--- src/rtl/hbw_pkg.sv ---
package hbw_pkg;

  typedef struct packed {
    logic        last;
    logic [3:0]  strb;
    logic [31:0] data;
  } beat_t;

  typedef enum logic [1:0] {
    ST_IDLE = 2'd0,
    ST_ADDR = 2'd1,
    ST_DATA = 2'd2,
    ST_RESP = 2'd3
  } wstate_e;

  localparam logic [2:0] SIZE_WORD  = 3'd2;
  localparam logic [1:0] BURST_INCR = 2'b01;
  localparam logic [1:0] RESP_OKAY  = 2'b00;

endpackage

--- src/rtl/hbw_packer.sv ---
module hbw_packer
  import hbw_pkg::*;
(
  input  logic        clk,
  input  logic        rst_n,
  input  logic        load,
  input  logic        load_hi,
  input  logic        take,
  input  logic [15:0] take_data,
  input  logic        take_last,
  output logic        push,
  output beat_t       push_beat
);

  logic        phase_q, phase_d;
  logic        have_q, have_d;
  logic [15:0] lo_q, lo_d;

  always_comb begin
    phase_d   = phase_q;
    have_d    = have_q;
    lo_d      = lo_q;
    push      = 1'b0;
    push_beat = '0;
    if (load) begin
      phase_d = load_hi;
      have_d  = 1'b0;
    end else if (take) begin
      if (!phase_q) begin
        if (take_last) begin
          push           = 1'b1;
          push_beat.last = 1'b1;
          push_beat.strb = 4'b0011;
          push_beat.data = {16'h0000, take_data};
        end else begin
          lo_d    = take_data;
          have_d  = 1'b1;
          phase_d = 1'b1;
        end
      end else begin
        push           = 1'b1;
        push_beat.last = take_last;
        push_beat.strb = {2'b11, {2{have_q}}};
        push_beat.data = {take_data, (have_q ? lo_q : 16'h0000)};
        phase_d        = 1'b0;
        have_d         = 1'b0;
      end
    end
  end

  always_ff @(posedge clk or negedge rst_n) begin
    if (!rst_n) begin
      phase_q <= 1'b0;
      have_q  <= 1'b0;
    end else begin
      phase_q <= phase_d;
      have_q  <= have_d;
    end
  end

  always_ff @(posedge clk) begin
    if (take) lo_q <= lo_d;
  end

  // A lower-half-only beat can only come from the closing sample.
  assert_lone_low_R4: assert property (@(posedge clk) disable iff (!rst_n)
    push && (push_beat.strb == 4'b0011) |-> push_beat.last);

endmodule

--- src/rtl/hbw_beat_fifo.sv ---
module hbw_beat_fifo
  import hbw_pkg::*;
#(
  parameter int DEPTH = 32,
  localparam int PTR_W = (DEPTH > 1) ? $clog2(DEPTH) : 1,
  localparam int CNT_W = $clog2(DEPTH + 1)
) (
  input  logic             clk,
  input  logic             rst_n,
  input  logic             push,
  input  beat_t            push_beat,
  input  logic             pop,
  output beat_t            head,
  output logic [CNT_W-1:0] cnt,
  output logic             full,
  output logic             empty
);

  localparam logic [PTR_W-1:0] LAST_IDX = PTR_W'(DEPTH - 1);

  beat_t            store_q [DEPTH];
  logic [PTR_W-1:0] wr_q, wr_d, rd_q, rd_d;
  logic [CNT_W-1:0] cnt_q, cnt_d;

  always_comb begin
    wr_d  = wr_q;
    rd_d  = rd_q;
    cnt_d = cnt_q;
    if (push) wr_d = (wr_q == LAST_IDX) ? '0 : wr_q + 1'b1;
    if (pop)  rd_d = (rd_q == LAST_IDX) ? '0 : rd_q + 1'b1;
    if (push && !pop) cnt_d = cnt_q + 1'b1;
    else if (pop && !push) cnt_d = cnt_q - 1'b1;
  end

  always_ff @(posedge clk or negedge rst_n) begin
    if (!rst_n) begin
      wr_q  <= '0;
      rd_q  <= '0;
      cnt_q <= '0;
    end else begin
      wr_q  <= wr_d;
      rd_q  <= rd_d;
      cnt_q <= cnt_d;
    end
  end

  always_ff @(posedge clk) begin
    if (push) store_q[wr_q] <= push_beat;
  end

  assign head  = store_q[rd_q];
  assign cnt   = cnt_q;
  assign full  = (cnt_q == CNT_W'(DEPTH));
  assign empty = (cnt_q == '0);

  assert_no_overflow_R10: assert property (@(posedge clk) disable iff (!rst_n)
    push |-> !full);
  assert_no_underflow_R10: assert property (@(posedge clk) disable iff (!rst_n)
    pop |-> !empty);

endmodule

--- src/rtl/hbw_burst_writer.sv ---
module hbw_burst_writer
  import hbw_pkg::*;
#(
  parameter int ADDR_W    = 32,
  parameter int BURST_LEN = 16,
  parameter int DEPTH     = 32
) (
  input  logic              clk,
  input  logic              rst_n,
  input  logic              start,
  input  logic [ADDR_W-1:0] start_addr,
  output logic              idle,
  input  logic              in_valid,
  output logic              in_ready,
  input  logic [15:0]       in_data,
  input  logic              in_last,
  output logic [ADDR_W-1:0] awaddr,
  output logic [7:0]        awlen,
  output logic [2:0]        awsize,
  output logic [1:0]        awburst,
  output logic              awvalid,
  input  logic              awready,
  output logic [31:0]       wdata,
  output logic [3:0]        wstrb,
  output logic              wlast,
  output logic              wvalid,
  input  logic              wready,
  input  logic [1:0]        bresp,
  input  logic              bvalid,
  output logic              bready,
  input  logic              err_clr,
  output logic              err_flag
);

  localparam int CNT_W = $clog2(DEPTH + 1);
  localparam logic [CNT_W-1:0] FULL_BURST = CNT_W'(BURST_LEN);
  localparam logic [7:0]       FULL_LEN   = 8'(BURST_LEN - 1);

  wstate_e           st_q, st_d;
  logic [ADDR_W-1:0] addr_q, addr_d;
  logic [7:0]        len_q, len_d, beat_q, beat_d;
  logic              active_q, active_d;
  logic              seen_q, seen_d;
  logic              err_q, err_d;

  logic              start_ok, take, push, pop, full, empty, resp_hs;
  beat_t             push_beat, head;
  logic [CNT_W-1:0]  cnt;

  assign start_ok = start && idle;
  assign take     = in_valid && in_ready;
  assign pop      = wvalid && wready;
  assign resp_hs  = bvalid && bready;

  hbw_packer u_pack (
    .clk       (clk),
    .rst_n     (rst_n),
    .load      (start_ok),
    .load_hi   (start_addr[1]),
    .take      (take),
    .take_data (in_data),
    .take_last (in_last),
    .push      (push),
    .push_beat (push_beat)
  );

  hbw_beat_fifo #(.DEPTH(DEPTH)) u_fifo (
    .clk       (clk),
    .rst_n     (rst_n),
    .push      (push),
    .push_beat (push_beat),
    .pop       (pop),
    .head      (head),
    .cnt       (cnt),
    .full      (full),
    .empty     (empty)
  );

  always_comb begin
    st_d     = st_q;
    addr_d   = addr_q;
    len_d    = len_q;
    beat_d   = beat_q;
    active_d = active_q;
    seen_d   = seen_q;
    err_d    = (err_q && !err_clr) || (resp_hs && (bresp != RESP_OKAY));
    if (start_ok) begin
      addr_d   = {start_addr[ADDR_W-1:2], 2'b00};
      active_d = 1'b1;
      seen_d   = 1'b0;
    end else begin
      if (take && in_last) active_d = 1'b0;
      if (push && push_beat.last) seen_d = 1'b1;
    end
    case (st_q)
      ST_IDLE: begin
        beat_d = '0;
        if (cnt >= FULL_BURST) begin
          len_d = FULL_LEN;
          st_d  = ST_ADDR;
        end else if (seen_q && !empty) begin
          len_d = 8'(cnt - CNT_W'(1));
          st_d  = ST_ADDR;
        end
      end
      ST_ADDR: if (awready) st_d = ST_DATA;
      ST_DATA: begin
        if (pop) begin
          if (beat_q == len_q) st_d = ST_RESP;
          else beat_d = beat_q + 8'd1;
        end
      end
      default: begin
        if (bvalid) begin
          st_d   = ST_IDLE;
          addr_d = addr_q + ADDR_W'({len_q, 2'b00}) + ADDR_W'(4);
        end
      end
    endcase
  end

  always_ff @(posedge clk or negedge rst_n) begin
    if (!rst_n) begin
      st_q     <= ST_IDLE;
      addr_q   <= '0;
      len_q    <= '0;
      beat_q   <= '0;
      active_q <= 1'b0;
      seen_q   <= 1'b0;
      err_q    <= 1'b0;
    end else begin
      st_q     <= st_d;
      addr_q   <= addr_d;
      len_q    <= len_d;
      beat_q   <= beat_d;
      active_q <= active_d;
      seen_q   <= seen_d;
      err_q    <= err_d;
    end
  end

  assign idle     = !active_q && empty && (st_q == ST_IDLE);
  assign in_ready = active_q && !full;
  assign awvalid  = (st_q == ST_ADDR);
  assign awaddr   = addr_q;
  assign awlen    = len_q;
  assign awsize   = SIZE_WORD;
  assign awburst  = BURST_INCR;
  assign wvalid   = (st_q == ST_DATA);
  assign wdata    = head.data;
  assign wstrb    = head.strb;
  assign wlast    = wvalid && (beat_q == len_q);
  assign bready   = (st_q == ST_RESP);
  assign err_flag = err_q;

  assert_aw_hold_R7: assert property (@(posedge clk) disable iff (!rst_n)
    awvalid && !awready |=> awvalid && $stable(awaddr) && $stable(awlen));
  assert_w_hold_R7: assert property (@(posedge clk) disable iff (!rst_n)
    wvalid && !wready |=> wvalid && $stable(wdata) && $stable(wstrb) && $stable(wlast));
  assert_tail_closes_R6: assert property (@(posedge clk) disable iff (!rst_n)
    pop && head.last |-> wlast);
  assert_err_sticky_R9: assert property (@(posedge clk) disable iff (!rst_n)
    err_flag && !err_clr |=> err_flag);
  assert_even_start_R3: assert property (@(posedge clk) disable iff (!rst_n)
    start && idle |-> !start_addr[0]);
  assert_resp_before_addr_R8: assert property (@(posedge clk) disable iff (!rst_n)
    bready && bvalid |=> !awvalid);

endmodule

--- config.mk ---
export PLATFORM = sky130hd
export DESIGN_NAME = hbw_burst_writer
export DESIGN_NICKNAME = d
export VERILOG_FILES = /design/src/rtl/hbw_pkg.sv /design/src/rtl/hbw_packer.sv /design/src/rtl/hbw_beat_fifo.sv /design/src/rtl/hbw_burst_writer.sv
export SDC_FILE = /design/constraint.sdc
export NUM_CORES = 1
export LEC_CHECK = 0
export BUFFER_PORTS_ARGS = -buffer_cell sky130_fd_sc_hd__clkbuf_2
export CAP_MARGIN = 10
export CELL_PAD_IN_SITES_DETAIL_PLACEMENT = 0
export CELL_PAD_IN_SITES_GLOBAL_PLACEMENT = 1
export CORE_UTILIZATION = 35
export DETAILED_ROUTE_END_ITERATION = 10
export HOLD_SLACK_MARGIN = 0.03
export PLACE_DENSITY_LB_ADDON = 0.05
export SLEW_MARGIN = 5
export SYNTH_ARGS = -nofsm -noshare
export SYNTH_HDL_FRONTEND = slang
export SYNTH_SLANG_ARGS = --single-unit
--- constraint.sdc ---
create_clock -name clk -period 10.1 [get_ports clk]
set_clock_uncertainty 0.15 [all_clocks]
set_input_delay 1.515 -clock clk [delete_from_list [all_inputs] [get_ports clk]]
set_output_delay 1.515 -clock clk [all_outputs]
set_load 0.01 [all_outputs]
---- After elaboration in Yosys (flattened, before gate mapping) ----
Memories as Yosys holds them, arrays and structs flattened.
Index checks and enable logic that the tools add are counted.
storage, ports and cells
  output and inout port bits .............. 88
  input port bits ......................... 59
  register bits after elaboration ......... 87
  word-level logic and storage cells ...... 119
  bits in writable memories ............... 1,184
  memories ................................ 1
memory list
  memory          depth  width  read ports  clocked after memory_dff  write ports  line                 source
  u_fifo.store_q  32     37     1           0                         1            hbw_beat_fifo.sv:21  beat_t store_q [DEPTH];
cells by class
  bitwise logic cells ..................... 3
  equality and inequality tests ........... 13
  add/subtract/negate cells ............... 8
  reductions and logical operators ........ 38
  order comparisons ....................... 1
  muxes and demuxes ....................... 42
operator list
  cell                                                                    number
  37-bit two-way mux                                                      4
  32-bit two-way mux                                                      3
  32-bit by 10-bit adder with 32-bit output                               1
  32-bit by 3-bit adder with 32-bit output (second input constant)        1
  8-bit two-way mux                                                       4
  1-bit two-way mux                                                       18
  16-bit two-way mux                                                      1
  8-bit case mux with 2 select lines                                      1
  1-bit logical AND                                                       15
  2-bit nonzero test                                                      7
  2-bit two-way mux                                                       6
  6-bit two-way mux                                                       2
  5-bit by 1-bit adder with 5-bit output (second input constant)          2
  5-bit equality test (second input constant)                             2
  5-bit two-way mux                                                       2
  8-bit by 1-bit adder with 8-bit output (second input constant)          1
  8-bit equality test                                                     1
  6-bit by 1-bit subtractor with 7-bit output (second input constant)     1
  6-bit by 1-bit adder with 6-bit output (second input constant)          1
  6-bit equality test (second input constant)                             1
  6-bit by 5-bit >= comparator with 1-bit output (second input constant)  1
  1-bit logical NOT                                                       6
  6-bit logical NOT                                                       1
  2-bit by 1-bit != test with 1-bit output (second input constant)        3
  16 further kinds                                                        20

---- Logic depth before layout (Yosys ltp) ----
  word-level depth ........................ 10
  gate-level depth with buffers ........... 12
  depth with buffers taken out ............ 11

---- Hierarchy ----
From an unflattened synthesis, not the netlist that was laid out.
unflattened totals
  cells, all modules ...................... 2,587
  area total of the unflattened synthesis .. 50,499.7 sq um
modules (own cells, without submodules)
  module            times used  sequential area each (sq um)  cells an instance  area an instance (sq um)
  hbw_beat_fifo     1           35,954.5                      2,088              45,850.2
  hbw_burst_writer  1           1,301.2                       408                3,542.1
  hbw_packer        1           530.5                         91                 1,107.3

---- Worst setup path after synthesis ----
Ideal clock, no wire load.
  path kind ............................... input -> register
  start ................................... in in_valid
  end ..................................... mem u_fifo.store_q[24][0] in the netlist's numbering (enable)
  path buffers ............................ 1
  library setup time ...................... 0.425 ns
  required time ........................... 9.525 ns
  stages on the path ...................... 5
  slack ................................... 5.781 ns
  arrival time ............................ 3.744 ns
  cells stage by stage .................... o211ai_1 -> a31oi_1 -> buf_2 -> nand2_1 -> nor2_1
on the way
  cells in the longest elaborated chain, start to end .. 5
RTL lines
  element                                  line                    source
  start: declaration                       hbw_burst_writer.sv:13  input logic in_valid,
  1-bit logical AND                        hbw_burst_writer.sv:51  assign take = in_valid && in_ready;
  1-bit two-way mux                        hbw_packer.sv:28        end else if (take) begin
  1-bit two-way mux                        hbw_packer.sv:25        if (load) begin
  net push                                 hbw_burst_writer.sv:46  logic start_ok, take, push, pop, full, empty, resp_hs;
  1-bit two-way mux                        hbw_beat_fifo.sv:48     if (push) store_q[wr_q] <= push_beat;
  1-bit two-way mux (not written as such)  hbw_beat_fifo.sv:48
  end: declaration                         hbw_beat_fifo.sv:21
The timed path passes the listed nets, and every way through them passes these cells.

---- Worst setup path in the final report ----
  start ................................... reg u_fifo.rd_q[1]
  end ..................................... out wdata[17]
on the way
  cells in the longest elaborated chain, start to end .. 1
RTL lines
  element                   line                    source
  start: declaration        hbw_beat_fifo.sv:22     logic [PTR_W-1:0] wr_q, wr_d, rd_q, rd_d;
  start signal: assignment  hbw_beat_fifo.sv:42     rd_q <= rd_d;
  memory 32 x 37 bit        -
  end: declaration          hbw_burst_writer.sv:23  output logic [31:0] wdata,
No other way between the ends.

==> metrics.md <==
| Metric | Value |
|---|---|
| Status | `finished, final reports clean` |
| Flops & latches, synth | `1174` |
| Tightest Pin Transition | `1287 ps` |
| Worst setup margin | `3955 ps` |
| CTS-repair resized insts | `0` |
| Number of hold buffers added after cts | `0` |
| Post-CTS Setup Inserts | `0` |
| Syn Std Cell Area | `46850 um^2` |
| Share of cells above drive strength 1 | `20.56%` |
| Setup TNS | `0 ps` |
| Number of nets still failing antenna checks after routing | `0` |
| Core Area | `132100 um^2` |
| Vias per cell | `5.379` |
| CTS Buf Count | `134` |
| Power Density | `256.9 nW/um^2` |
| First-pass GRT wire length | `193200 um` |
| Sink Count | `1174` |
| Routed WL per cell | `29.34 um` |
| Largest net degree at the start of global routing | `101` |
| Overall die area | `135300 um^2` |
| TritonCTS clock tree | `built` |
| Final setup violating endpoints | `0` |
| Critical-path cell list | `nor2b_4 -> buf_4 -> a22oi_1 -> nand3_1 -> nand4_1 -> clkbuf_2` |
| Worst-skew pair later-pin latency | `750 ps` |
| I/O pins | `147` |
| Synth-to-Final Area Change | `15.68%` |
| Seq/Total Area, Yosys | `74.50%` |
| Vias in the first global route | `26100` |
| Routed wire length | `136800 um` |
| Family with the most delay on the worst path | `simple AND/OR/NAND/NOR gates` |
| GRT Util Overall | `20.27%` |
| Starting Density | `35.46%` |
| Ys async rst share | `5.963%` |
| Initial antenna violation count | `4` |
| Fin. Hold Viols | `0` |
| CP Max Fanout | `44` |
| Mapped Cells | `2602` |
| Dpl hpwl | `72060 um` |
| CP max stage delay | `950 ps` |
| Layout fillers | `12000` |
| Worst hold start | `awaddr[0]` |
| Cell Rows | `133` |
| Worst-path clk slew | `60 ps` |
| Worst slew margin | `14.17%` |
| Cell with the largest stage delay on the worst path | `nor2b_4` |
| Clk buf depth | `3` |
| I/O Buffers | `140` |
| Worst EP arrival | `4480 ps` |
| FF-to-FF Start | `u_fifo.cnt[0]` |
| Tmin final | `6145 ps` |
| Chip width | `367.9 um` |
| Most frequent cells in the layout | `edfxtp_1, mux2i_1, clkbuf_16` |
| VDD IR max | `0.1805 mV` |
| Primary FF master, synth | `edfxtp_1` |
| Critical Path Source | `u_fifo.rd_q[1]` |
| Leakage | `0.01809 uW` |
| Worst path required time | `8440 ps` |
| RSZ-0062 raised after global routing | `false` |
| Max_cap viols | `0` |
| Clk root buf | `clkbuf_16` |
| Nets | `2899` |
| Critical path buffer and inverter count | `2` |
| Commonest non-fill, non-tap cell in the layout | `edfxtp_1` |
| Via count | `25090` |
| DIE HEIGHT | `367.9 um` |
| Drt pass-1 iters | `8` |
| Slew Viols, Final | `0` |
| Post-synth EDFFs | `1104` |
| Unique masters post-synth | `72` |
| Critical Path Sink Type | `output pin` |
| Remaining global-route overflow | `0` |
| Max frequency | `162.7 MHz` |
| Syn Area/Cell | `18.01 um^2` |
| Yosys Warn Count | `0` |
| Critical path class | `reg -> out` |
| CP startpoint kind | `flip-flop` |
| Worst hold path type | `reg -> reg` |
| DRT iter0 DRCs | `1741` |
| Pre-CTS setup slack | `4541 ps` |
| Final Cycle Share | `60.84%` |
| Global placer's final weighted congestion | `0.7700` |
| Drc violations | `0` |
| H-tree depth | `4` |
worst paths after layout:
kind                                                to  slack (ps)  depth (start not counted)
worst max-delay path                         wdata[17]        3960                          6
worst min-delay path                         awaddr[0]         340                          1
worst max register to register  u_fifo.store_q[31][11]        6080                          8
worst min register to register               awaddr[0]         340                          1
max in group asynchronous               u_fifo.rd_q[1]        8160                          2
min in group asynchronous                    awaddr[0]         470                          1
cells by family after synthesis:
kind of cell	share of synthesized area [%]
AO/OA/AOI/OAI	4.903
other	0.01603
flip-flops	74.50
buffers and inverters	1.602
AND/OR/NAND/NOR	4.350
adder cells (fa/ha/maj)	1.020
XOR/XNOR	0.4487
multiplexers	13.16
synthesized netlist by cell type (10+ instances only):
cell type  count  area share [%]
and3_1        31            0.41
and2_1        10            0.13
nor2_1        85            0.68
nand2_1      118            0.95
inv_1         24            0.19
nor3_1        10            0.11
buf_2         54            0.58
a22oi_1      137             2.2
edfxtp_1    1104              71
buf_4         10            0.16
clkbuf_1      73            0.58
a21oi_1       86            0.92
o21ai_0       23            0.25
buf_1         11           0.088
mux4_2       136             6.5
mux2i_1      300             6.4
xnor2_1       15            0.28
dfrtp_1       70             3.7
ha_1          35            0.93
nand4_1       40            0.53
nand3_1       84            0.90
a31oi_1       10            0.13
power by group:
group | internal, uW | total, uW | switching, uW | leakage [uW]
logic | 1430 | 3520 | 2090 | 0.00532
clock network | 2740 | 4660 | 1930 | 0.00203
registers | 5480 | 5740 | 259 | 0.0107
total | 9650 | 13900 | 4280 | 0.0181
layer usage:
metal / vias to the layer above / routed length, um / global-route usage (%)
li1: 10920 / - / -
met1: 13380 / 63920 / 28.94
met2: 613 / 64420 / 32.15
met3: 171 / 6177 / 3.675
met4: 6 / 2273 / 4.652
met5: - / 41 / 0
worst reg2reg max path: stages, from the launching register on:
cell and delay [ps]:
dfrtp_1 500, inv_1 80, ha_1 250, nor2b_1 200
a31oi_1 210, buf_4 220, nand2_1 500, nor2_4 960
buf_4 570
sequential cells by signal, summed over array words and instances, names as in the netlist, 2 cells and up:
signal	cells
u_fifo.store_q	1088
u_fifo.rd_q	5
awaddr	32
beat_q	8
awlen	7
u_fifo.cnt	6
u_pack.lo_q	16
st_q	2
u_fifo.wr_q	5
stage by stage:
stage,hold WS [ps],total power [uW],area (um^2),std cells,util (%)
final,340.5,13920,54200,4664,41.02
after global routing,384.6,14570,54200,4663,41.02
after CTS,341.0,14140,54140,4659,40.97
after detailed placement,321.5,9443,49940,4418,37.80
after global placement,317.7,9418,49940,4418,37.80
after floorplan,327.3,8179,46860,2605,-
final cells by class:
cell class	count	area (um^2)	share of cell area, %
antenna	1	2.502	0.004617
clock buffer	183	3727	6.877
clock inverter	58	467.9	0.8634
inverter	24	90.09	0.1662
multi-input combinational	1259	11530	21.28
sequential	1174	34910	64.41
tap	1755	2196	4.051
timing repair buffer	210	1271	2.345
Note: power is estimated with default switching activity, not from simulation.
